## src/rtl/recon_pkg.sv

```systemverilog
package recon_pkg;

  localparam int unsigned MAX_CHK = 16;

  // count of consecutive ones starting at bit 0, limited to n bits
  function automatic int unsigned lead_ones(input logic [MAX_CHK-1:0] v,
                                            input int unsigned n);
    int unsigned cnt;
    logic        open;
    cnt  = 0;
    open = 1'b1;
    for (int unsigned i = 0; i < MAX_CHK; i++) begin
      if (i < n) begin
        if (open && v[i]) cnt = cnt + 1;
        else              open = 1'b0;
      end
    end
    return cnt;
  endfunction

  // true when some set bit lies above the leading run of ones
  function automatic logic broken_run(input logic [MAX_CHK-1:0] v,
                                      input int unsigned n);
    int unsigned run;
    logic        bad;
    run = lead_ones(v, n);
    bad = 1'b0;
    for (int unsigned i = 0; i < MAX_CHK; i++) begin
      if (i < n && i >= run && v[i]) bad = 1'b1;
    end
    return bad;
  endfunction

endpackage

```

## src/rtl/recon_decode.sv

```systemverilog
module recon_decode
  import recon_pkg::*;
#(
  parameter int unsigned NCHK  = 4,
  parameter int unsigned EXP_W = $clog2(NCHK + 1)
) (
  input  logic [NCHK-1:0]  dec,
  output logic [EXP_W-1:0] run_len,
  output logic             bad_code
);
  logic [MAX_CHK-1:0] dec_ext;
  int unsigned        run_int;

  always_comb begin
    dec_ext = '0;
    dec_ext[NCHK-1:0] = dec;
    run_int  = lead_ones(dec_ext, NCHK);
    run_len  = EXP_W'(run_int);
    bad_code = broken_run(dec_ext, NCHK);
  end
endmodule

```

## src/rtl/recon_scale.sv

```systemverilog
module recon_scale #(
  parameter int unsigned MANT_W = 10,
  parameter int unsigned NCHK   = 4,
  parameter int unsigned EXP_W  = $clog2(NCHK + 1),
  localparam int unsigned VAL_W = MANT_W + NCHK
) (
  input  logic [MANT_W-1:0] mant,
  input  logic [EXP_W-1:0]  shamt,
  output logic [VAL_W-1:0]  value
);
  // logarithmic shifter: stage s shifts by 2**s when shamt[s] is set
  logic [VAL_W-1:0] stage [EXP_W+1];

  assign stage[0] = {{NCHK{1'b0}}, mant};

  for (genvar s = 0; s < EXP_W; s++) begin : g_shift
    localparam int unsigned STEP = 1 << s;
    if (STEP < VAL_W) begin : g_live
      assign stage[s+1] = shamt[s] ? {stage[s][VAL_W-STEP-1:0], {STEP{1'b0}}}
                                   : stage[s];
    end else begin : g_flush
      assign stage[s+1] = shamt[s] ? '0 : stage[s];
    end
  end

  assign value = stage[EXP_W];
endmodule

```

## src/rtl/recon_stage.sv

```systemverilog
module recon_stage #(
  parameter int unsigned DATA_W = 8
) (
  input  logic              clk,
  input  logic              rst_n,
  input  logic              d_valid,
  input  logic [DATA_W-1:0] d_data,
  output logic              q_valid,
  output logic [DATA_W-1:0] q_data
);
  always_ff @(posedge clk) begin
    if (!rst_n) begin
      q_valid <= 1'b0;
      q_data  <= '0;
    end else begin
      q_valid <= d_valid;
      if (d_valid) q_data <= d_data;
    end
  end
endmodule

```

## src/rtl/pixel_value_recon.sv

```systemverilog
module pixel_value_recon #(
  parameter int unsigned MANT_W = 10,
  parameter int unsigned NCHK   = 4,
  localparam int unsigned EXP_W = $clog2(NCHK + 1),
  localparam int unsigned VAL_W = MANT_W + NCHK
) (
  input  logic              clk,
  input  logic              rst_n,
  input  logic              in_valid,
  input  logic [MANT_W-1:0] in_mant,
  input  logic [NCHK-1:0]   in_dec,
  output logic              out_valid,
  output logic [VAL_W-1:0]  out_value,
  output logic [EXP_W-1:0]  out_exp,
  output logic              out_err
);
  localparam int unsigned PIPE_W = VAL_W + EXP_W + 1;

  // named internal events
  logic [EXP_W-1:0] exp_now;
  logic             err_now;
  logic [VAL_W-1:0] value_now;
  logic [PIPE_W-1:0] pipe_q;

  recon_decode #(.NCHK(NCHK), .EXP_W(EXP_W)) u_decode (
    .dec      (in_dec),
    .run_len  (exp_now),
    .bad_code (err_now)
  );

  recon_scale #(.MANT_W(MANT_W), .NCHK(NCHK), .EXP_W(EXP_W)) u_scale (
    .mant  (in_mant),
    .shamt (exp_now),
    .value (value_now)
  );

  recon_stage #(.DATA_W(PIPE_W)) u_stage (
    .clk     (clk),
    .rst_n   (rst_n),
    .d_valid (in_valid),
    .d_data  ({err_now, exp_now, value_now}),
    .q_valid (out_valid),
    .q_data  (pipe_q)
  );

  assign {out_err, out_exp, out_value} = pipe_q;
endmodule

```

## config.mk

```make
export PLATFORM = sky130hd
export DESIGN_NAME = pixel_value_recon
export DESIGN_NICKNAME = d
export VERILOG_FILES = /design/src/rtl/recon_pkg.sv /design/src/rtl/recon_decode.sv /design/src/rtl/recon_scale.sv /design/src/rtl/recon_stage.sv /design/src/rtl/pixel_value_recon.sv
export SDC_FILE = /design/constraint.sdc
export NUM_CORES = 1
export LEC_CHECK = 0
export ABC_CLOCK_PERIOD_IN_PS = 2400
export BUFFER_PORTS_ARGS = -buffer_cell sky130_fd_sc_hd__buf_4
export CAP_MARGIN = 20
export CORE_UTILIZATION = 45
export CTS_CLUSTER_DIAMETER = 100
export DETAILED_ROUTE_END_ITERATION = 16
export PLACE_DENSITY = 0.81
export SETUP_SLACK_MARGIN = 0.15
export SYNTH_ARGS = -nofsm -noshare
export SYNTH_HDL_FRONTEND = slang
export SYNTH_SLANG_ARGS = --single-unit
```

## constraint.sdc

```tcl
create_clock -name clk -period 2.4 [get_ports clk]
set_input_delay 0 -clock clk [delete_from_list [all_inputs] [get_ports clk]]
set_output_delay 0 -clock clk [all_outputs]
set_load 0.01 [all_outputs]
```

Word level (Yosys, flattened, before mapping)
Index checks and enable logic that the tools add are counted.
{"block": "classes", "n_addsub": 3, "order_cmp": 4, "muxes": 14, "reduce_logical": 7}
{"operator": "32-bit two-way mux", "count": 3}
{"operator": "32-bit by 1-bit adder with 32-bit output, second input constant", "count": 2}
{"operator": "1-bit by 32-bit greater-or-equal comparator with 1-bit output, first input constant", "count": 2}
{"operator": "2-bit by 32-bit greater-or-equal comparator with 1-bit output, first input constant", "count": 2}
{"operator": "14-bit two-way mux", "count": 2}
{"operator": "11-bit two-way mux", "count": 1}
{"operator": "1-bit two-way mux", "count": 8}
{"operator": "1-bit logical AND", "count": 7}
{"operator": "1-bit by 1-bit adder with 2-bit output, second input constant", "count": 1}
{"block": "word_totals", "register_bits": 19, "inputBits": 17}

Logic depth before layout (Yosys ltp)
Gate-level depths: netlist of the first run.
{"block": "depth", "word_depth": 13, "ltp_mapped": 9, "ltp_nobuf": 8}

Modules after synthesis
Synthesis of the first run repeated with hierarchy kept, for this count alone.
{"block": "unflattened", "cells_unflattened": 114, "hier_area_um2": 1156.1}
{"mod": "recon_stage", "n_inst": 1, "cells_each": 59, "area_per_inst_um2": 715.7, "seq_area_each_um2": 380.4}
{"mod": "recon_scale", "n_inst": 1, "cells_each": 45, "area_per_inst_um2": 390.4, "seq_area_each_um2": 0.0}
{"mod": "recon_decode", "n_inst": 1, "cells_each": 10, "area_per_inst_um2": 50.0, "seq_area_each_um2": 0.0}

Least setup slack after synthesis of the first run
No wires, ideal clock.
{"block": "synth_timing", "path_type": "input to register", "start": "input port in_dec[1]", "end": "register u_stage.q_data[5]", "setup_ns": 0.124, "arrival_ns": 1.567, "required_time_ns": 2.276, "path_slack_ns": 0.709, "path_stages": 8, "n_path_buf": 0, "cell_sequence": "inv_1 > o21a_1 > ha_1 > and3b_2 > nor2_1 > mux2_2 > a221oi_1 > a21oi_1"}
{"block": "synth_via", "elab_chain_cells": 9}
{"item": "start, declared", "line": "pixel_value_recon.sv:11", "text": "input logic [NCHK-1:0] in_dec,"}
{"item": "1-bit logical AND (*)", "line": "recon_pkg.sv:14", "text": "if (open && v[i]) cnt = cnt + 1;"}
{"item": "32-bit two-way mux or 1-bit two-way mux (tied branches)", "line": "recon_pkg.sv:14"}
{"item": "32-bit by 1-bit adder with 32-bit output or 1-bit logical AND (tied branches)", "line": "recon_pkg.sv:14"}
{"item": "32-bit two-way mux or 1-bit two-way mux (tied branches)", "line": "recon_pkg.sv:14"}
{"item": "32-bit by 1-bit adder with 32-bit output or 1-bit logical AND (tied branches)", "line": "recon_pkg.sv:14"}
{"item": "32-bit two-way mux (*)"}
{"item": "11-bit two-way mux", "line": "recon_scale.sv:19", "text": "assign stage[s+1] = shamt[s] ? {stage[s][VAL_W-STEP-1:0], {STEP{1'b0}}}"}
{"item": "14-bit two-way mux", "line": "recon_scale.sv:19"}
{"item": "14-bit two-way mux (*)", "line": "recon_scale.sv:19"}
{"item": "end signal, assigned", "line": "recon_stage.sv:17", "text": "if (d_valid) q_data <= d_data;"}
{"item": "end, declared", "line": "recon_stage.sv:9", "text": "output logic [DATA_W-1:0] q_data"}
Every way passes the cells marked *; elsewhere a longest branch is shown, timed or not.
A chain may end at the register's enable or synchronous reset.

Final worst setup path of the first run
{"block": "layout_timing", "start": "input port in_dec[0]", "end": "register u_stage.q_data[5]"}
{"block": "layout_via", "elab_chain_cells": 10}
{"item": "1-bit two-way mux", "line": "recon_pkg.sv:14"}
{"item": "1-bit by 1-bit adder with 2-bit output or 1-bit logical AND (tied branches)", "line": "recon_pkg.sv:14"}
{"item": "32-bit two-way mux or 1-bit two-way mux (tied branches)", "line": "recon_pkg.sv:14"}
{"item": "32-bit by 1-bit adder with 32-bit output or 1-bit logical AND (tied branches)", "line": "recon_pkg.sv:14"}
{"item": "32-bit two-way mux or 1-bit two-way mux (tied branches)", "line": "recon_pkg.sv:14"}
{"item": "32-bit by 1-bit adder with 32-bit output or 1-bit logical AND (tied branches)", "line": "recon_pkg.sv:14"}
{"item": "32-bit two-way mux (*)"}
{"item": "11-bit two-way mux", "line": "recon_scale.sv:19"}
{"item": "14-bit two-way mux", "line": "recon_scale.sv:19"}
{"item": "14-bit two-way mux (*)", "line": "recon_scale.sv:19"}
Marked as above.

==> flow_summary.html, run 1 <==
<table>
<tr><th>Metric</th><th>Value</th></tr>
<tr><th colspan="2">Logic synthesis</th></tr>
<tr><td>Xor/xnor cell area share of the yosys netlist</td><td>0%</td></tr>
<tr><td>Synthesis-stage register bit count</td><td>19</td></tr>
<tr><td>Adder and majority gate portion of the synthesized area</td><td>1.048%</td></tr>
<tr><td>Main combinational cell family by area after synthesis</td><td>compound AO/OA/AOI/OAI gates</td></tr>
<tr><td>Yosys cell types</td><td>38</td></tr>
<tr><td>Multiplexer share of the synthesized area</td><td>13.00%</td></tr>
<tr><td>Share of the synthesized area in the top cell type</td><td>31.87%</td></tr>
<tr><td>Synth Cell Area</td><td>1194 um2</td></tr>
<tr><td>Post-synthesis async set-or-reset flop share</td><td>0%</td></tr>
<tr><td>Post-Synthesis Cells</td><td>147</td></tr>
<tr><td>Total of warnings raised by yosys</td><td>0</td></tr>
<tr><td>Dominant cells by area after synthesis</td><td>sky130_fd_sc_hd__dfxtp_1 32%, sky130_fd_sc_hd__mux2i_1 9.2%, sky130_fd_sc_hd__nand2_1 6.0%, sky130_fd_sc_hd__o21ai_0 5.9%, sky130_fd_sc_hd__mux2_2 3.8%</td></tr>
<tr><td>Synthesized net count</td><td>165</td></tr>
<tr><td>Avg Inst Size Synth</td><td>8.120 um2</td></tr>
<tr><td>Main flop type after synthesis</td><td>sky130_fd_sc_hd__dfxtp_1</td></tr>
<tr><td>Area leader, netlist</td><td>sky130_fd_sc_hd__dfxtp_1</td></tr>
<tr><td>Area fraction in compound gates after synthesis</td><td>29.04%</td></tr>
<tr><td>Number of enable-type register cells in the synthesized netlist</td><td>0</td></tr>
<tr><td>Synth Area in Simple Gates</td><td>19.29%</td></tr>
<tr><td>Post-synthesis sequential area ratio</td><td>31.87%</td></tr>
<tr><th colspan="2">Floorplan</th></tr>
<tr><td>Placement row count</td><td>18</td></tr>
<tr><td>Initial Util</td><td>47.75%</td></tr>
<tr><td>Floorplan die width</td><td>53.50 um</td></tr>
<tr><td>Area inside the core boundary</td><td>2500 um2</td></tr>
<tr><td>Die area</td><td>2862 um2</td></tr>
<tr><td>Ports</td><td>36</td></tr>
<tr><td>Die span in y</td><td>53.50 um</td></tr>
<tr><th colspan="2">Cells and area</th></tr>
<tr><td>Most frequent standard cell in the layout excluding fill and tap cells</td><td>sky130_fd_sc_hd__buf_4</td></tr>
<tr><td>Antenna diode count</td><td>0</td></tr>
<tr><td>Number of inserted filler cells in the final layout</td><td>252</td></tr>
<tr><td>Layout overhead on the synthesized area</td><td>25.16%</td></tr>
<tr><td>Number of nets in the layout</td><td>199</td></tr>
<tr><td>Share of cells above drive strength 1</td><td>26.67%</td></tr>
<tr><td>Top library cells by usage in the layout, fill and taps aside</td><td>38 x sky130_fd_sc_hd__buf_4, 19 x sky130_fd_sc_hd__nand2_1, 19 x sky130_fd_sc_hd__dfxtp_1</td></tr>
<tr><th colspan="2">Critical path</th></tr>
<tr><td>Category of the critical setup timing path</td><td>primary input to register</td></tr>
<tr><td>Stage delay of the slowest cell on the critical path</td><td>0.40 ns</td></tr>
<tr><td>Launching element of the worst setup path</td><td>in_dec[0]</td></tr>
<tr><td>Data required time at the worst endpoint</td><td>2.61 ns</td></tr>
<tr><td>Worst reg2reg path depth</td><td>3</td></tr>
<tr><td>Critical-path cell list</td><td>buf_4 -&gt; nand2_1 -&gt; inv_1 -&gt; ha_1 -&gt; and3b_2 -&gt; nor2_1 -&gt; mux2_2 -&gt; a221oi_1 -&gt; a21oi_1</td></tr>
<tr><td>Standard cell with the maximum stage delay on the critical path</td><td>sky130_fd_sc_hd__mux2_2</td></tr>
<tr><td>Worst reg2reg setup slack</td><td>1.69 ns</td></tr>
<tr><td>Sort of element at the end of the critical path</td><td>register</td></tr>
<tr><td>Startpoint kind of the worst setup timing path</td><td>primary input</td></tr>
<tr><td>Critical R2R Capture</td><td>u_stage.q_data[1]</td></tr>
<tr><td>Worst r2r src</td><td>u_stage.q_data[1]</td></tr>
<tr><td>Maximum fanout encountered on the critical timing path</td><td>8</td></tr>
<tr><td>Arrival time at the worst endpoint</td><td>1.95 ns</td></tr>
<tr><th colspan="2">Clock network</th></tr>
<tr><td>Number of buffers created by CTS</td><td>3</td></tr>
<tr><td>Number of clock sinks</td><td>19</td></tr>
<tr><td>Number of H-tree levels</td><td>1</td></tr>
<tr><td>Post-cts hold buffer count</td><td>0</td></tr>
<tr><td>Number of gates given a new drive strength after cts</td><td>0</td></tr>
<tr><td>CTS clk-pin slew, worst paths</td><td>0.12 ns</td></tr>
<tr><td>Post-CTS setup repair buffer count</td><td>0</td></tr>
<tr><td>TritonCTS clock tree</td><td>yes</td></tr>
<tr><td>Clock latency of the later-clocked register in the worst-skew pair</td><td>0.30 ns</td></tr>
<tr><td>Library cell used as clock root buffer</td><td>sky130_fd_sc_hd__clkbuf_4</td></tr>
<tr><td>Buffer depth of the longest clock path</td><td>2</td></tr>
<tr><th colspan="2">Drt</th></tr>
<tr><td>Routed Antenna Nets</td><td>0</td></tr>
<tr><td>Routed wire per std cell</td><td>16.13 um</td></tr>
<tr><td>Vias</td><td>1250</td></tr>
<tr><td>Starting DRT DRC Count</td><td>13</td></tr>
<tr><td>1st-pass router iterations</td><td>4</td></tr>
<tr><td>Average via count per standard cell</td><td>5.952</td></tr>
<tr><td>DRC violation count after routing</td><td>0</td></tr>
<tr><td>Total detailed-routing wirelength</td><td>3.387 mm</td></tr>
<tr><th colspan="2">STA</th></tr>
<tr><td>WHS</td><td>0.01798 ns</td></tr>
<tr><td>Transition time of the tightest slew-check pin</td><td>0.5408 ns</td></tr>
<tr><td>Sum of negative setup slack</td><td>0 ns</td></tr>
<tr><td>Post-route worst setup slack</td><td>0.6667 ns</td></tr>
<tr><td>Hold Fails Final Rpt</td><td>0</td></tr>
<tr><td>Setup Skew</td><td>0 ns</td></tr>
<tr><td>Clock period minus worst slack</td><td>1.733 ns</td></tr>
<tr><td>Max frequency</td><td>576.9 MHz</td></tr>
<tr><td>Unrepaired setup endpoints after global routing</td><td>false</td></tr>
<tr><td>Count of final max-slew check failures</td><td>0</td></tr>
<tr><td>Final worst path period share</td><td>72.22%</td></tr>
<tr><td>Max-slew headroom</td><td>63.57%</td></tr>
<tr><td>Final setup viols</td><td>0</td></tr>
<tr><th colspan="2">Global routing</th></tr>
<tr><td>Overflow after GRT</td><td>0</td></tr>
<tr><td>Initial antenna violation count</td><td>0</td></tr>
<tr><td>Number of global-route vias before repair</td><td>1099</td></tr>
<tr><td>Wire length of the first global-routing pass</td><td>5.278 mm</td></tr>
<tr><td>Largest net degree at the start of global routing</td><td>20</td></tr>
<tr><td>Global routing usage summed across all routing layers</td><td>25.90%</td></tr>
<tr><th colspan="2">Power and ir drop</th></tr>
<tr><td>Maximum ir drop on the vdd rail</td><td>315.8 uV</td></tr>
<tr><td>Leakage power figure</td><td>0.6555 nW</td></tr>
<tr><td>Power density over the cells</td><td>476.1 nW/um2</td></tr>
<tr><th colspan="2">Place</th></tr>
<tr><td>Port Buf Inserts</td><td>35</td></tr>
<tr><td>Weighted congestion at the end of routability-driven global placement</td><td>0.8533</td></tr>
<tr><td>Post-placement worst setup slack</td><td>0.3595 ns</td></tr>
<tr><td>HPWL Detailed</td><td>2.437 mm</td></tr>
<tr><th colspan="2">Worst hold path</th></tr>
<tr><td>Hold depth</td><td>2</td></tr>
<tr><td>Endpoint of the worst hold path</td><td>u_stage.q_data[9]</td></tr>
<tr><td>Start point of the worst hold path</td><td>in_valid</td></tr>
<tr><td>Min-Delay Path Class</td><td>primary input to register</td></tr>
<tr><th colspan="2">Run status</th></tr>
<tr><td>Run status</td><td>completed</td></tr>
<tr><th colspan="2">Job</th></tr>
<tr><td>Number of max-capacitance violations reported</td><td>0</td></tr>
</table>
## Yosys cell counts (2+ instances only)
library cell and number:
sky130_fd_sc_hd__a211oi_1 3, sky130_fd_sc_hd__nor2b_1 4, sky130_fd_sc_hd__nor3_1 3, sky130_fd_sc_hd__mux2_2 4, sky130_fd_sc_hd__dfxtp_1 19, sky130_fd_sc_hd__o21a_1 2, sky130_fd_sc_hd__a21o_1 3, sky130_fd_sc_hd__and2_1 2
sky130_fd_sc_hd__o21ai_0 14, sky130_fd_sc_hd__a32o_1 2, sky130_fd_sc_hd__nor2_1 7, sky130_fd_sc_hd__nand2_1 19, sky130_fd_sc_hd__a31oi_1 4, sky130_fd_sc_hd__inv_1 5, sky130_fd_sc_hd__o2bb2ai_1 4, sky130_fd_sc_hd__clkbuf_1 5
sky130_fd_sc_hd__mux2i_1 11, sky130_fd_sc_hd__nand3_1 3, sky130_fd_sc_hd__a21oi_1 7, sky130_fd_sc_hd__nand3b_1 2, sky130_fd_sc_hd__buf_6 2, sky130_fd_sc_hd__a21boi_0 5, sky130_fd_sc_hd__o21bai_1 2
## stage by stage
step                      utilization (%)  area, um2  total power [mW]  cells
after floorplan                         -       1194            0.4598    147
after global placement              58.66       1466            0.5379    206
after detailed placement            58.66       1466            0.5408    206
after CTS                           59.76       1494            0.7115    210
after global routing                59.76       1494            0.7463    210
final                               59.76       1494            0.7112    210
## where the power goes
part           total (mW)  switching [mW]  internal, mW
logic               0.193           0.101        0.0919
registers           0.343         0.00930         0.334
clock network       0.175           0.113        0.0623
total               0.711           0.223         0.488
## registers in the layout, indices dropped and copies added, names as in the netlist
| register | flops |
|---|---|
| u_stage.q_data | 18 |
| u_stage.q_valid | 1 |
## worst max-delay path by stage
stage	slack [ns]	end
floorplan	0.71	u_stage.q_data[5]
global placement	0.42	u_stage.q_data[5]
detailed placement	0.36	u_stage.q_data[5]
CTS	0.69	u_stage.q_data[5]
global route	0.57	u_stage.q_data[5]
finish	0.67	u_stage.q_data[5]
## worst max-delay path: cells and delay by family
family                     cells  cell delay, ns
AOI/OAI and AO/OA              2            0.36
and+or+nand+nor                3            0.64
muxes                          1            0.40
buffers and inverters          2            0.24
adders and majority gates      1            0.31
## cells by family after synthesis
family,after synthesis
compound gates,52
fa+ha+maj,1
buf+inv,14
flops,19
mux,15
simple gates,46
## final cells by class
cell class                 instances  area, um2  area share, %
clock buffer                       3      22.52          1.508
multi-input combinational        114      744.5          49.83
inverter                           5      18.77          1.256
tap                               30      37.54          2.513
sequential                        19      380.4          25.46
clock inverter                     1      5.005         0.3350
timing repair buffer              38      285.3          19.10
## per-layer routing
| layer | part of all wire (%) | vias to the layer above | track usage [%] |
|---|---|---|---|
| met2 | 49 | 30 | 43.75 |
| met1 | 46 | 606 | 33.39 |
| met4 | 1.2 | 0 | 8.333 |
| li1 | - | 607 | - |
| met5 | 0 | - | 0 |
| met3 | 4.0 | 7 | 3.736 |
(Power assumes the default switching activity.)
==> run 2, diff against run 1 <==
Settings changed: ABC_AREA set to 1, ABC_CLOCK_PERIOD_IN_PS 2400 to 1750, PLACE_DENSITY 0.81 to 0.82.
Clock period 2.4 ns to 1.75 ns, I/O delays scaled along.
==> run 2 against run 1 <==
Against the previous run:
- final cell count increased by 10%
- design area is 1.2% lower
- clock-buffer cell count is the same
- critical path depth down 1
- power increased by 39%
- non-clock buffer count is 4 higher
- hold slack improved by 0.064 ns
- global-route usage is 1.8 points lower
- wire length is 12% lower
- synthesized cell count increased by 12%
- sequential power grew 38%
==> flow_summary.html, run 2 <==
<table>
<tr><th>Metric</th><th>Value</th></tr>
<tr><th colspan="2">STA</th></tr>
<tr><td>Max-slew headroom</td><td>65.68% (was 63.57%)</td></tr>
<tr><td>Transition time of the tightest slew-check pin</td><td>0.5142 ns (was 0.5408 ns)</td></tr>
<tr><td>Setup Skew</td><td>0 ns (unchanged)</td></tr>
<tr><td>Sum of negative setup slack</td><td>0 ns (unchanged)</td></tr>
<tr><td>Clock period minus worst slack</td><td>1.554 ns</td></tr>
<tr><td>Count of final max-slew check failures</td><td>0 (unchanged)</td></tr>
<tr><td>Final setup viols</td><td>0 (unchanged)</td></tr>
<tr><td>Final worst path period share</td><td>88.81%</td></tr>
<tr><td>Hold Fails Final Rpt</td><td>0 (unchanged)</td></tr>
<tr><td>WHS</td><td>0.08231 ns (was 0.01798 ns)</td></tr>
<tr><td>Unrepaired setup endpoints after global routing</td><td>false (unchanged)</td></tr>
<tr><td>Max frequency</td><td>643.4 MHz</td></tr>
<tr><td>Post-route worst setup slack</td><td>0.1958 ns (was 0.6667 ns)</td></tr>
<tr><th colspan="2">Logic synthesis</th></tr>
<tr><td>Post-synthesis sequential area ratio</td><td>33.59% (was 31.87%)</td></tr>
<tr><td>Synthesized net count</td><td>183 (was 165)</td></tr>
<tr><td>Avg Inst Size Synth</td><td>6.863 um2 (was 8.120 um2)</td></tr>
<tr><td>Dominant cells by area after synthesis</td><td>sky130_fd_sc_hd__dfxtp_1 34%, sky130_fd_sc_hd__nand3_1 22%, sky130_fd_sc_hd__nand2_1 9.9%, sky130_fd_sc_hd__nand2_2 5.5%, sky130_fd_sc_hd__a21oi_1 4.9% (was sky130_fd_sc_hd__dfxtp_1 32%, sky130_fd_sc_hd__mux2i_1 9.2%, sky130_fd_sc_hd__nand2_1 6.0%, sky130_fd_sc_hd__o21ai_0 5.9%, sky130_fd_sc_hd__mux2_2 3.8%)</td></tr>
<tr><td>Number of enable-type register cells in the synthesized netlist</td><td>0 (unchanged)</td></tr>
<tr><td>Main flop type after synthesis</td><td>sky130_fd_sc_hd__dfxtp_1 (unchanged)</td></tr>
<tr><td>Post-Synthesis Cells</td><td>165 (was 147)</td></tr>
<tr><td>Synth Cell Area</td><td>1132 um2 (was 1194 um2)</td></tr>
<tr><td>Yosys cell types</td><td>23 (was 38)</td></tr>
<tr><td>Top-count cell post-synth</td><td>sky130_fd_sc_hd__nand3_1</td></tr>
<tr><td>Top cells by count, synth</td><td>49 x sky130_fd_sc_hd__nand3_1, 30 x sky130_fd_sc_hd__nand2_1, 19 x sky130_fd_sc_hd__dfxtp_1 (was 19 x sky130_fd_sc_hd__dfxtp_1, 19 x sky130_fd_sc_hd__nand2_1, 14 x sky130_fd_sc_hd__o21ai_0)</td></tr>
<tr><td>Post-synthesis async set-or-reset flop share</td><td>0% (unchanged)</td></tr>
<tr><td>Synthesis-stage register bit count</td><td>19 (unchanged)</td></tr>
<tr><td>Area leader, netlist</td><td>sky130_fd_sc_hd__dfxtp_1 (unchanged)</td></tr>
<tr><td>Total of warnings raised by yosys</td><td>0 (unchanged)</td></tr>
<tr><td>Share of the synthesized area in the top cell type</td><td>33.59% (was 31.87%)</td></tr>
<tr><th colspan="2">Drt</th></tr>
<tr><td>Starting DRT DRC Count</td><td>64 (was 13)</td></tr>
<tr><td>Average via count per standard cell</td><td>5.384 (was 5.952)</td></tr>
<tr><td>Total detailed-routing wirelength</td><td>2.978 mm (was 3.387 mm)</td></tr>
<tr><td>Routed Antenna Nets</td><td>0 (unchanged)</td></tr>
<tr><td>DRC violation count after routing</td><td>0 (unchanged)</td></tr>
<tr><td>1st-pass router iterations</td><td>4 (unchanged)</td></tr>
<tr><td>Routed wire per std cell</td><td>12.84 um (was 16.13 um)</td></tr>
<tr><td>Vias</td><td>1249 (was 1250)</td></tr>
<tr><th colspan="2">Critical path</th></tr>
<tr><td>Arrival time at the worst endpoint</td><td>1.76 ns (was 1.95 ns)</td></tr>
<tr><td>Critical-path cell list</td><td>dlygate4sd3_1 -&gt; buf_4 -&gt; nand2_1 -&gt; inv_2 -&gt; nand2_1 -&gt; nand2_4 -&gt; a21oi_1 -&gt; dlygate4sd3_1 (was buf_4 -&gt; nand2_1 -&gt; inv_1 -&gt; ha_1 -&gt; and3b_2 -&gt; nor2_1 -&gt; mux2_2 -&gt; a221oi_1 -&gt; a21oi_1)</td></tr>
<tr><td>Maximum fanout encountered on the critical timing path</td><td>14 (was 8)</td></tr>
<tr><td>Largest delay contributor family on the critical path</td><td>buffers and inverters (was simple AND/OR/NAND/NOR gates)</td></tr>
<tr><td>Stage delay of the slowest cell on the critical path</td><td>0.56 ns (was 0.40 ns)</td></tr>
<tr><td>Data required time at the worst endpoint</td><td>1.96 ns (was 2.61 ns)</td></tr>
<tr><td>Sort of element at the end of the critical path</td><td>register (unchanged)</td></tr>
<tr><td>Buffers and inverters on the worst path</td><td>4 (was 2)</td></tr>
<tr><td>Standard cell with the maximum stage delay on the critical path</td><td>sky130_fd_sc_hd__dlygate4sd3_1 (was sky130_fd_sc_hd__mux2_2)</td></tr>
<tr><td>Startpoint kind of the worst setup timing path</td><td>primary input (unchanged)</td></tr>
<tr><td>Category of the critical setup timing path</td><td>primary input to register (unchanged)</td></tr>
<tr><th colspan="2">Floorplan</th></tr>
<tr><td>Die span in y</td><td>52.16 um (was 53.50 um)</td></tr>
<tr><td>Initial Util</td><td>49.29% (was 47.75%)</td></tr>
<tr><td>Ports</td><td>36 (unchanged)</td></tr>
<tr><td>Floorplan die width</td><td>52.16 um (was 53.50 um)</td></tr>
<tr><td>Area inside the core boundary</td><td>2297 um2 (was 2500 um2)</td></tr>
<tr><td>Die area</td><td>2721 um2 (was 2862 um2)</td></tr>
<tr><td>Placement row count</td><td>17 (was 18)</td></tr>
<tr><th colspan="2">Job</th></tr>
<tr><td>Number of max-capacitance violations reported</td><td>0 (unchanged)</td></tr>
<tr><th colspan="2">Power and ir drop</th></tr>
<tr><td>Switching part of the total</td><td>32.74% (was 31.38%)</td></tr>
<tr><td>Leakage power figure</td><td>0.7150 nW (was 0.6555 nW)</td></tr>
<tr><td>Total power after layout</td><td>987.9 uW (was 711.2 uW)</td></tr>
<tr><td>Clock power share</td><td>24.3% (was 24.6%)</td></tr>
<tr><td>Maximum ir drop on the vdd rail</td><td>491.9 uV (was 315.8 uV)</td></tr>
<tr><td>Design internal power</td><td>664.5 uW (was 488.0 uW)</td></tr>
<tr><td>Net load switching power</td><td>323.4 uW (was 223.2 uW)</td></tr>
<tr><td>Fraction of power consumed by combinational cells</td><td>28.0% (was 27.1%)</td></tr>
<tr><td>Power density over the cells</td><td>669.1 nW/um2 (was 476.1 nW/um2)</td></tr>
<tr><td>Share of power burned in registers</td><td>47.7% (was 48.2%)</td></tr>
<tr><th colspan="2">Clock network</th></tr>
<tr><td>Clock latency of the later-clocked register in the worst-skew pair</td><td>0.31 ns (was 0.30 ns)</td></tr>
<tr><td>Number of H-tree levels</td><td>1 (unchanged)</td></tr>
<tr><td>Number of clock sinks</td><td>19 (unchanged)</td></tr>
<tr><td>Post-CTS setup repair buffer count</td><td>0 (unchanged)</td></tr>
<tr><td>TritonCTS clock tree</td><td>yes (unchanged)</td></tr>
<tr><td>Buffer depth of the longest clock path</td><td>2 (unchanged)</td></tr>
<tr><td>Library cell used as clock root buffer</td><td>sky130_fd_sc_hd__clkbuf_4 (unchanged)</td></tr>
<tr><td>Number of buffers created by CTS</td><td>3 (unchanged)</td></tr>
<tr><td>CTS clk-pin slew, worst paths</td><td>0.12 ns (about the same)</td></tr>
<tr><th colspan="2">Place</th></tr>
<tr><td>Post-DP Area</td><td>1381 um2 (was 1466 um2)</td></tr>
<tr><td>Post-placement worst setup slack</td><td>0.1624 ns (was 0.3595 ns)</td></tr>
<tr><td>Port Buf Inserts</td><td>35 (unchanged)</td></tr>
<tr><td>Weighted congestion at the end of routability-driven global placement</td><td>0.8773 (was 0.8533)</td></tr>
<tr><td>HPWL Detailed</td><td>2.166 mm (was 2.437 mm)</td></tr>
<tr><th colspan="2">Cells and area</th></tr>
<tr><td>Antenna diode count</td><td>0 (unchanged)</td></tr>
<tr><td>Share of cells above drive strength 1</td><td>27.94% (was 26.67%)</td></tr>
<tr><td>Layout overhead on the synthesized area</td><td>30.39% (was 25.16%)</td></tr>
<tr><td>Number of nets in the layout</td><td>223 (was 199)</td></tr>
<tr><td>Flip-flop count of the largest register, all copies and words added</td><td>18 (unchanged)</td></tr>
<tr><td>Most frequent standard cell in the layout excluding fill and tap cells</td><td>sky130_fd_sc_hd__nand3_1 (was sky130_fd_sc_hd__buf_4)</td></tr>
<tr><td>Most flop-heavy register</td><td>u_stage.q_data (unchanged)</td></tr>
<tr><td>Biggest registers after layout</td><td>u_stage.q_data: 18 flops, u_stage.q_valid: 1 flops (unchanged)</td></tr>
<tr><td>Post-Layout Inst Area</td><td>1476 um2 (was 1494 um2)</td></tr>
<tr><td>Top library cells by usage in the layout, fill and taps aside</td><td>49 x sky130_fd_sc_hd__nand3_1, 36 x sky130_fd_sc_hd__buf_4, 30 x sky130_fd_sc_hd__nand2_1 (was 38 x sky130_fd_sc_hd__buf_4, 19 x sky130_fd_sc_hd__nand2_1, 19 x sky130_fd_sc_hd__dfxtp_1)</td></tr>
<tr><th colspan="2">Global routing</th></tr>
<tr><td>Overflow after GRT</td><td>0 (unchanged)</td></tr>
<tr><td>Global routing usage summed across all routing layers</td><td>24.10% (was 25.90%)</td></tr>
<tr><td>Wire length of the first global-routing pass</td><td>4.885 mm (was 5.278 mm)</td></tr>
<tr><td>Largest net degree at the start of global routing</td><td>16 (was 20)</td></tr>
<tr><td>Initial antenna violation count</td><td>0 (unchanged)</td></tr>
<tr><td>Number of global-route vias before repair</td><td>1134 (was 1099)</td></tr>
<tr><th colspan="2">Worst hold path</th></tr>
<tr><td>Min-Delay Path Class</td><td>primary input to register (unchanged)</td></tr>
<tr><th colspan="2">Run status</th></tr>
<tr><td>Run status</td><td>completed (unchanged)</td></tr>
</table>
## run 2: changes by cell type in the layout (fill, tap and decap cells not counted), sizes merged, moves of 4 or more
cell,change
dlygate4sd3,+6
mux2,-4
a31oi,-4
o21ai,-8
nand2,+23
o2bb2ai,-4
inv,+9
nor2b,-5
a21oi,+4
mux2i,-11
a21boi,-5
nand3,+47
## run 2: layout make-up
cell class / count / area [um2]
fill: 216 / 820.8
multi-input combinational: 123 / 635.6
sequential: 19 / 380.4
timing repair buffer: 42 / 330.3
inverter: 16 / 65.06
tap: 28 / 35.03
clock buffer: 3 / 22.52
clock inverter: 1 / 7.507
## run 2: cell families after synthesis
logic type                 share of synthesized area, %
buffers and inverters                             10.72
and+or+nand+nor                                   45.08
AOI/OAI and AO/OA                                 9.502
adders and majority gates                         1.105
DFF                                               33.59
## run 2: stage by stage
stage | utilization (%) | cells
final | 64.27 | 232
after floorplan | - | 165
after global placement | 60.13 | 222
after CTS | 64.05 | 232
after detailed placement | 60.13 | 222
after global routing | 64.27 | 232
## run 2: power by group through the flow
stage	Sequential [mW]	Clock (mW)	Combinational, mW
floorplan	0.493	0	0.156
global placement	0.480	0	0.258
detailed placement	0.481	0	0.261
CTS	0.471	0.250	0.273
global route	0.474	0.266	0.304
finish	0.472	0.240	0.276
## run 2: routing by layer
| layer | wire length [um] | vias up | global-route usage (%) |
|---|---|---|---|
| met5 | 0 | - | 0 |
| li1 | - | 626 | - |
| met3 | 222 | 6 | 5.556 |
| met1 | 1315 | 561 | 32.45 |
| met4 | 48 | 0 | 7.018 |
| met2 | 1391 | 56 | 38.03 |
## run 2: final timing paths
kind / start / endpoint / slack (ns) / cells after the start
min: in_mant[9] / u_stage.q_data[11] / 0.08 / 5
min reg2reg: u_stage.q_data[1] / u_stage.q_data[1] / 0.47 / 2
max: in_dec[3] / u_stage.q_data[15] / 0.20 / 8
max reg2reg: u_stage.q_data[15] / u_stage.q_data[15] / 0.57 / 3
## run 2: timing repair
action	in CTS	in global routing
resized for setup	0	1
hold endpoints to repair	10	0
setup endpoints to repair	0	4
hold buffers	6	0
## run 2: worst reg2reg max path, cell delays in order, from the launching register on
cell	delay [ns]
sky130_fd_sc_hd__dfxtp_1	0.33
sky130_fd_sc_hd__o21ai_0	0.13
sky130_fd_sc_hd__a21oi_1	0.05
sky130_fd_sc_hd__dlygate4sd3_1	0.56
==> run 3, diff against run 2 <==
Settings changed: ABC_CLOCK_PERIOD_IN_PS 1750 to 1500.
Clock period 1.75 ns to 1.5 ns, I/O delays scaled along.
==> run 3 against run 2 <==
Against the previous run:
- the flow now finishes with violations (negative hold slack)
- register-to-register slack gained 0.23 ns
- flip-flop and latch count unchanged
- design area grew 0.34%
- hold slack worse by 0.087 ns
- clock-buffer cell count rose by 1
- non-clock buffer count is 2 higher
- sequential power increased by 17%
- critical endpoint is now u_stage.q_data[9]
- largest cell class unchanged
- largest power group unchanged
==> flow_summary.html, run 3 (synthesis results as in run 2) <==
<table>
<tr><th>Metric</th><th>Value</th></tr>
<tr><th colspan="2">Job</th></tr>
<tr><td>Number of max-capacitance violations reported</td><td>0 (unchanged)</td></tr>
<tr><th colspan="2">Global routing</th></tr>
<tr><td>Wire length of the first global-routing pass</td><td>4.947 mm (was 4.885 mm)</td></tr>
<tr><td>Number of global-route vias before repair</td><td>1163 (was 1134)</td></tr>
<tr><td>Overflow after GRT</td><td>0 (unchanged)</td></tr>
<tr><td>Initial antenna violation count</td><td>0 (unchanged)</td></tr>
<tr><td>Largest net degree at the start of global routing</td><td>15 (was 16)</td></tr>
<tr><td>Global routing usage summed across all routing layers</td><td>24.04% (was 24.10%)</td></tr>
<tr><th colspan="2">Power and ir drop</th></tr>
<tr><td>Clock power share</td><td>22.7% (was 24.3%)</td></tr>
<tr><td>Total power after layout</td><td>1.135 mW (was 987.9 uW)</td></tr>
<tr><td>Design internal power</td><td>781.8 uW (was 664.5 uW)</td></tr>
<tr><td>Leakage power figure</td><td>0.7259 nW (was 0.7150 nW)</td></tr>
<tr><td>Net load switching power</td><td>353.3 uW (was 323.4 uW)</td></tr>
<tr><td>Switching part of the total</td><td>31.12% (was 32.74%)</td></tr>
<tr><td>Power density over the cells</td><td>766.2 nW/um2 (was 669.1 nW/um2)</td></tr>
<tr><td>Share of power burned in registers</td><td>48.5% (was 47.7%)</td></tr>
<tr><td>Fraction of power consumed by combinational cells</td><td>28.8% (was 28.0%)</td></tr>
<tr><td>Maximum ir drop on the vdd rail</td><td>497.7 uV (was 491.9 uV)</td></tr>
<tr><th colspan="2">STA</th></tr>
<tr><td>Max frequency</td><td>815.1 MHz</td></tr>
<tr><td>WHS</td><td>-0.004836 ns (was 0.08231 ns)</td></tr>
<tr><td>Clock period minus worst slack</td><td>1.227 ns</td></tr>
<tr><td>Max-slew headroom</td><td>72.60% (was 65.68%)</td></tr>
<tr><td>Hold Fails Final Rpt</td><td>1 (was 0)</td></tr>
<tr><td>Setup Skew</td><td>0 ns (unchanged)</td></tr>
<tr><td>Transition time of the tightest slew-check pin</td><td>0.4105 ns (was 0.5142 ns)</td></tr>
<tr><td>Post-route worst setup slack</td><td>0.2732 ns (was 0.1958 ns)</td></tr>
<tr><td>Final setup viols</td><td>0 (unchanged)</td></tr>
<tr><td>Final worst path period share</td><td>81.79%</td></tr>
<tr><td>Sum of negative setup slack</td><td>0 ns (unchanged)</td></tr>
<tr><td>Unrepaired setup endpoints after global routing</td><td>false (unchanged)</td></tr>
<tr><td>Count of final max-slew check failures</td><td>0 (unchanged)</td></tr>
<tr><th colspan="2">Cells and area</th></tr>
<tr><td>Number of nets in the layout</td><td>225 (was 223)</td></tr>
<tr><td>Most flop-heavy register</td><td>u_stage.q_data (unchanged)</td></tr>
<tr><td>Share of cells above drive strength 1</td><td>29.13% (was 27.94%)</td></tr>
<tr><td>Top library cells by usage in the layout, fill and taps aside</td><td>49 x sky130_fd_sc_hd__nand3_1, 39 x sky130_fd_sc_hd__buf_4, 30 x sky130_fd_sc_hd__nand2_1 (was 49 x sky130_fd_sc_hd__nand3_1, 36 x sky130_fd_sc_hd__buf_4, 30 x sky130_fd_sc_hd__nand2_1)</td></tr>
<tr><td>Most frequent standard cell in the layout excluding fill and tap cells</td><td>sky130_fd_sc_hd__nand3_1 (unchanged)</td></tr>
<tr><td>Flip-flop count of the largest register, all copies and words added</td><td>18 (unchanged)</td></tr>
<tr><td>Number of standard cells in the layout, taps in and fillers out</td><td>234 (was 232)</td></tr>
<tr><td>Layout overhead on the synthesized area</td><td>30.83% (was 30.39%)</td></tr>
<tr><td>Final Core Density</td><td>64.49% (was 64.27%)</td></tr>
<tr><td>Antenna diode count</td><td>0 (unchanged)</td></tr>
<tr><td>Biggest registers after layout</td><td>u_stage.q_data: 18 flops, u_stage.q_valid: 1 flops (unchanged)</td></tr>
<tr><td>Post-Layout Inst Area</td><td>1481 um2 (was 1476 um2)</td></tr>
<tr><td>Number of inserted filler cells in the final layout</td><td>210 (was 216)</td></tr>
<tr><th colspan="2">Clock network</th></tr>
<tr><td>Buffer depth of the longest clock path</td><td>2 (unchanged)</td></tr>
<tr><td>Clock latency of the later-clocked register in the worst-skew pair</td><td>0.29 ns (was 0.31 ns)</td></tr>
<tr><td>Post-CTS setup repair buffer count</td><td>0 (unchanged)</td></tr>
<tr><td>Number of buffers created by CTS</td><td>3 (unchanged)</td></tr>
<tr><td>Number of clock sinks</td><td>19 (unchanged)</td></tr>
<tr><td>Number of H-tree levels</td><td>1 (unchanged)</td></tr>
<tr><td>Library cell used as clock root buffer</td><td>sky130_fd_sc_hd__clkbuf_4 (unchanged)</td></tr>
<tr><td>TritonCTS clock tree</td><td>yes (unchanged)</td></tr>
<tr><td>CTS clk-pin slew, worst paths</td><td>0.10 ns (was 0.12 ns)</td></tr>
<tr><th colspan="2">Drt</th></tr>
<tr><td>Starting DRT DRC Count</td><td>50 (was 64)</td></tr>
<tr><td>Average via count per standard cell</td><td>5.427 (was 5.384)</td></tr>
<tr><td>Total detailed-routing wirelength</td><td>2.985 mm (was 2.978 mm)</td></tr>
<tr><td>1st-pass router iterations</td><td>4 (unchanged)</td></tr>
<tr><td>Routed wire per std cell</td><td>12.76 um (was 12.84 um)</td></tr>
<tr><td>Routed Antenna Nets</td><td>0 (unchanged)</td></tr>
<tr><td>Vias</td><td>1270 (was 1249)</td></tr>
<tr><td>DRC violation count after routing</td><td>0 (unchanged)</td></tr>
<tr><th colspan="2">Worst hold path</th></tr>
<tr><td>Min-Delay Path Class</td><td>primary input to register (unchanged)</td></tr>
<tr><th colspan="2">Floorplan</th></tr>
<tr><td>Placement row count</td><td>17 (unchanged)</td></tr>
<tr><td>Die area</td><td>2721 um2 (unchanged)</td></tr>
<tr><td>Ports</td><td>36 (unchanged)</td></tr>
<tr><td>Floorplan die width</td><td>52.16 um (unchanged)</td></tr>
<tr><td>Area inside the core boundary</td><td>2297 um2 (unchanged)</td></tr>
<tr><td>Initial Util</td><td>49.29% (unchanged)</td></tr>
<tr><td>Die span in y</td><td>52.16 um (unchanged)</td></tr>
<tr><th colspan="2">Place</th></tr>
<tr><td>HPWL Detailed</td><td>2.181 mm (was 2.166 mm)</td></tr>
<tr><td>Post-DP Area</td><td>1411 um2 (was 1381 um2)</td></tr>
<tr><td>Post-placement worst setup slack</td><td>0.06982 ns (was 0.1624 ns)</td></tr>
<tr><td>Total instance count after detailed placement</td><td>226 (was 222)</td></tr>
<tr><td>Port Buf Inserts</td><td>35 (unchanged)</td></tr>
<tr><td>Weighted congestion at the end of routability-driven global placement</td><td>0.8561 (was 0.8773)</td></tr>
<tr><th colspan="2">Critical path</th></tr>
<tr><td>Startpoint kind of the worst setup timing path</td><td>primary input (unchanged)</td></tr>
<tr><td>Data required time at the worst endpoint</td><td>1.75 ns (was 1.96 ns)</td></tr>
<tr><td>Arrival time at the worst endpoint</td><td>1.48 ns (was 1.76 ns)</td></tr>
<tr><td>Maximum fanout encountered on the critical timing path</td><td>12 (was 14)</td></tr>
<tr><td>Category of the critical setup timing path</td><td>primary input to register (unchanged)</td></tr>
<tr><td>Sort of element at the end of the critical path</td><td>register (unchanged)</td></tr>
<tr><th colspan="2">Run status</th></tr>
<tr><td>Violations in the final reports</td><td>negative hold slack</td></tr>
<tr><td>Run status</td><td>finished with violations (was completed)</td></tr>
</table>
run 3: final cells by class:
type / count / area, um2 / area share (%)
Clock buffer: 4 / 26.28 / 1.774
Inverter: 16 / 65.06 / 4.392
Multi-Input combinational cell: 123 / 630.6 / 42.57
Sequential cell: 19 / 380.4 / 25.68
Tap cell: 28 / 35.03 / 2.365
Timing Repair Buffer: 44 / 344.1 / 23.23
run 3: power by group through the flow:
stage	registers, mW	logic, mW	clock network, mW
6_report	0.551	0.327	0.257
4_1_cts	0.550	0.324	0.261
3_3_place_gp	0.560	0.311	0
2_1_floorplan	0.575	0.182	0
5_1_grt	0.554	0.360	0.283
3_5_place_dp	0.561	0.313	0
run 3: critical path, cell delays in order:
cell and delay (ns):
sky130_fd_sc_hd__dlygate4sd3_1 0.53, sky130_fd_sc_hd__buf_4 0.16, sky130_fd_sc_hd__nand2_1 0.09, sky130_fd_sc_hd__inv_1 0.32
sky130_fd_sc_hd__nand3_1 0.17, sky130_fd_sc_hd__nand3_1 0.11, sky130_fd_sc_hd__nand2_1 0.05, sky130_fd_sc_hd__inv_1 0.04
run 3: worst paths after layout:
path	from	end	slack, ns	cells past startpoint
worst min-delay path	in_dec[0]	u_stage.q_data[0]	-0.005	3
worst min register to register	u_stage.q_data[3]	u_stage.q_data[3]	0.47	2
worst max register to register	u_stage.q_data[4]	u_stage.q_data[4]	0.80	2
worst max-delay path	in_valid	u_stage.q_data[9]	0.27	8
run 3: repair_timing:
item,in CTS,in global routing
endpoints found under the hold margin,10,0
hold buffers,5,0
resized for setup,0,1
endpoints found under the setup margin,0,1
run 3: routing by layer:
metal / part of all wire (%) / wire, um / vias up / GRT usage, %
met2: 47 / 1406 / 57 / 41.24
li1: - / - / 631 / -
met4: 1.8 / 55 / 0 / 9.649
met5: 0 / 0 / - / 0
met1: 45 / 1330 / 575 / 30.91
met3: 6.4 / 192 / 7 / 1.754
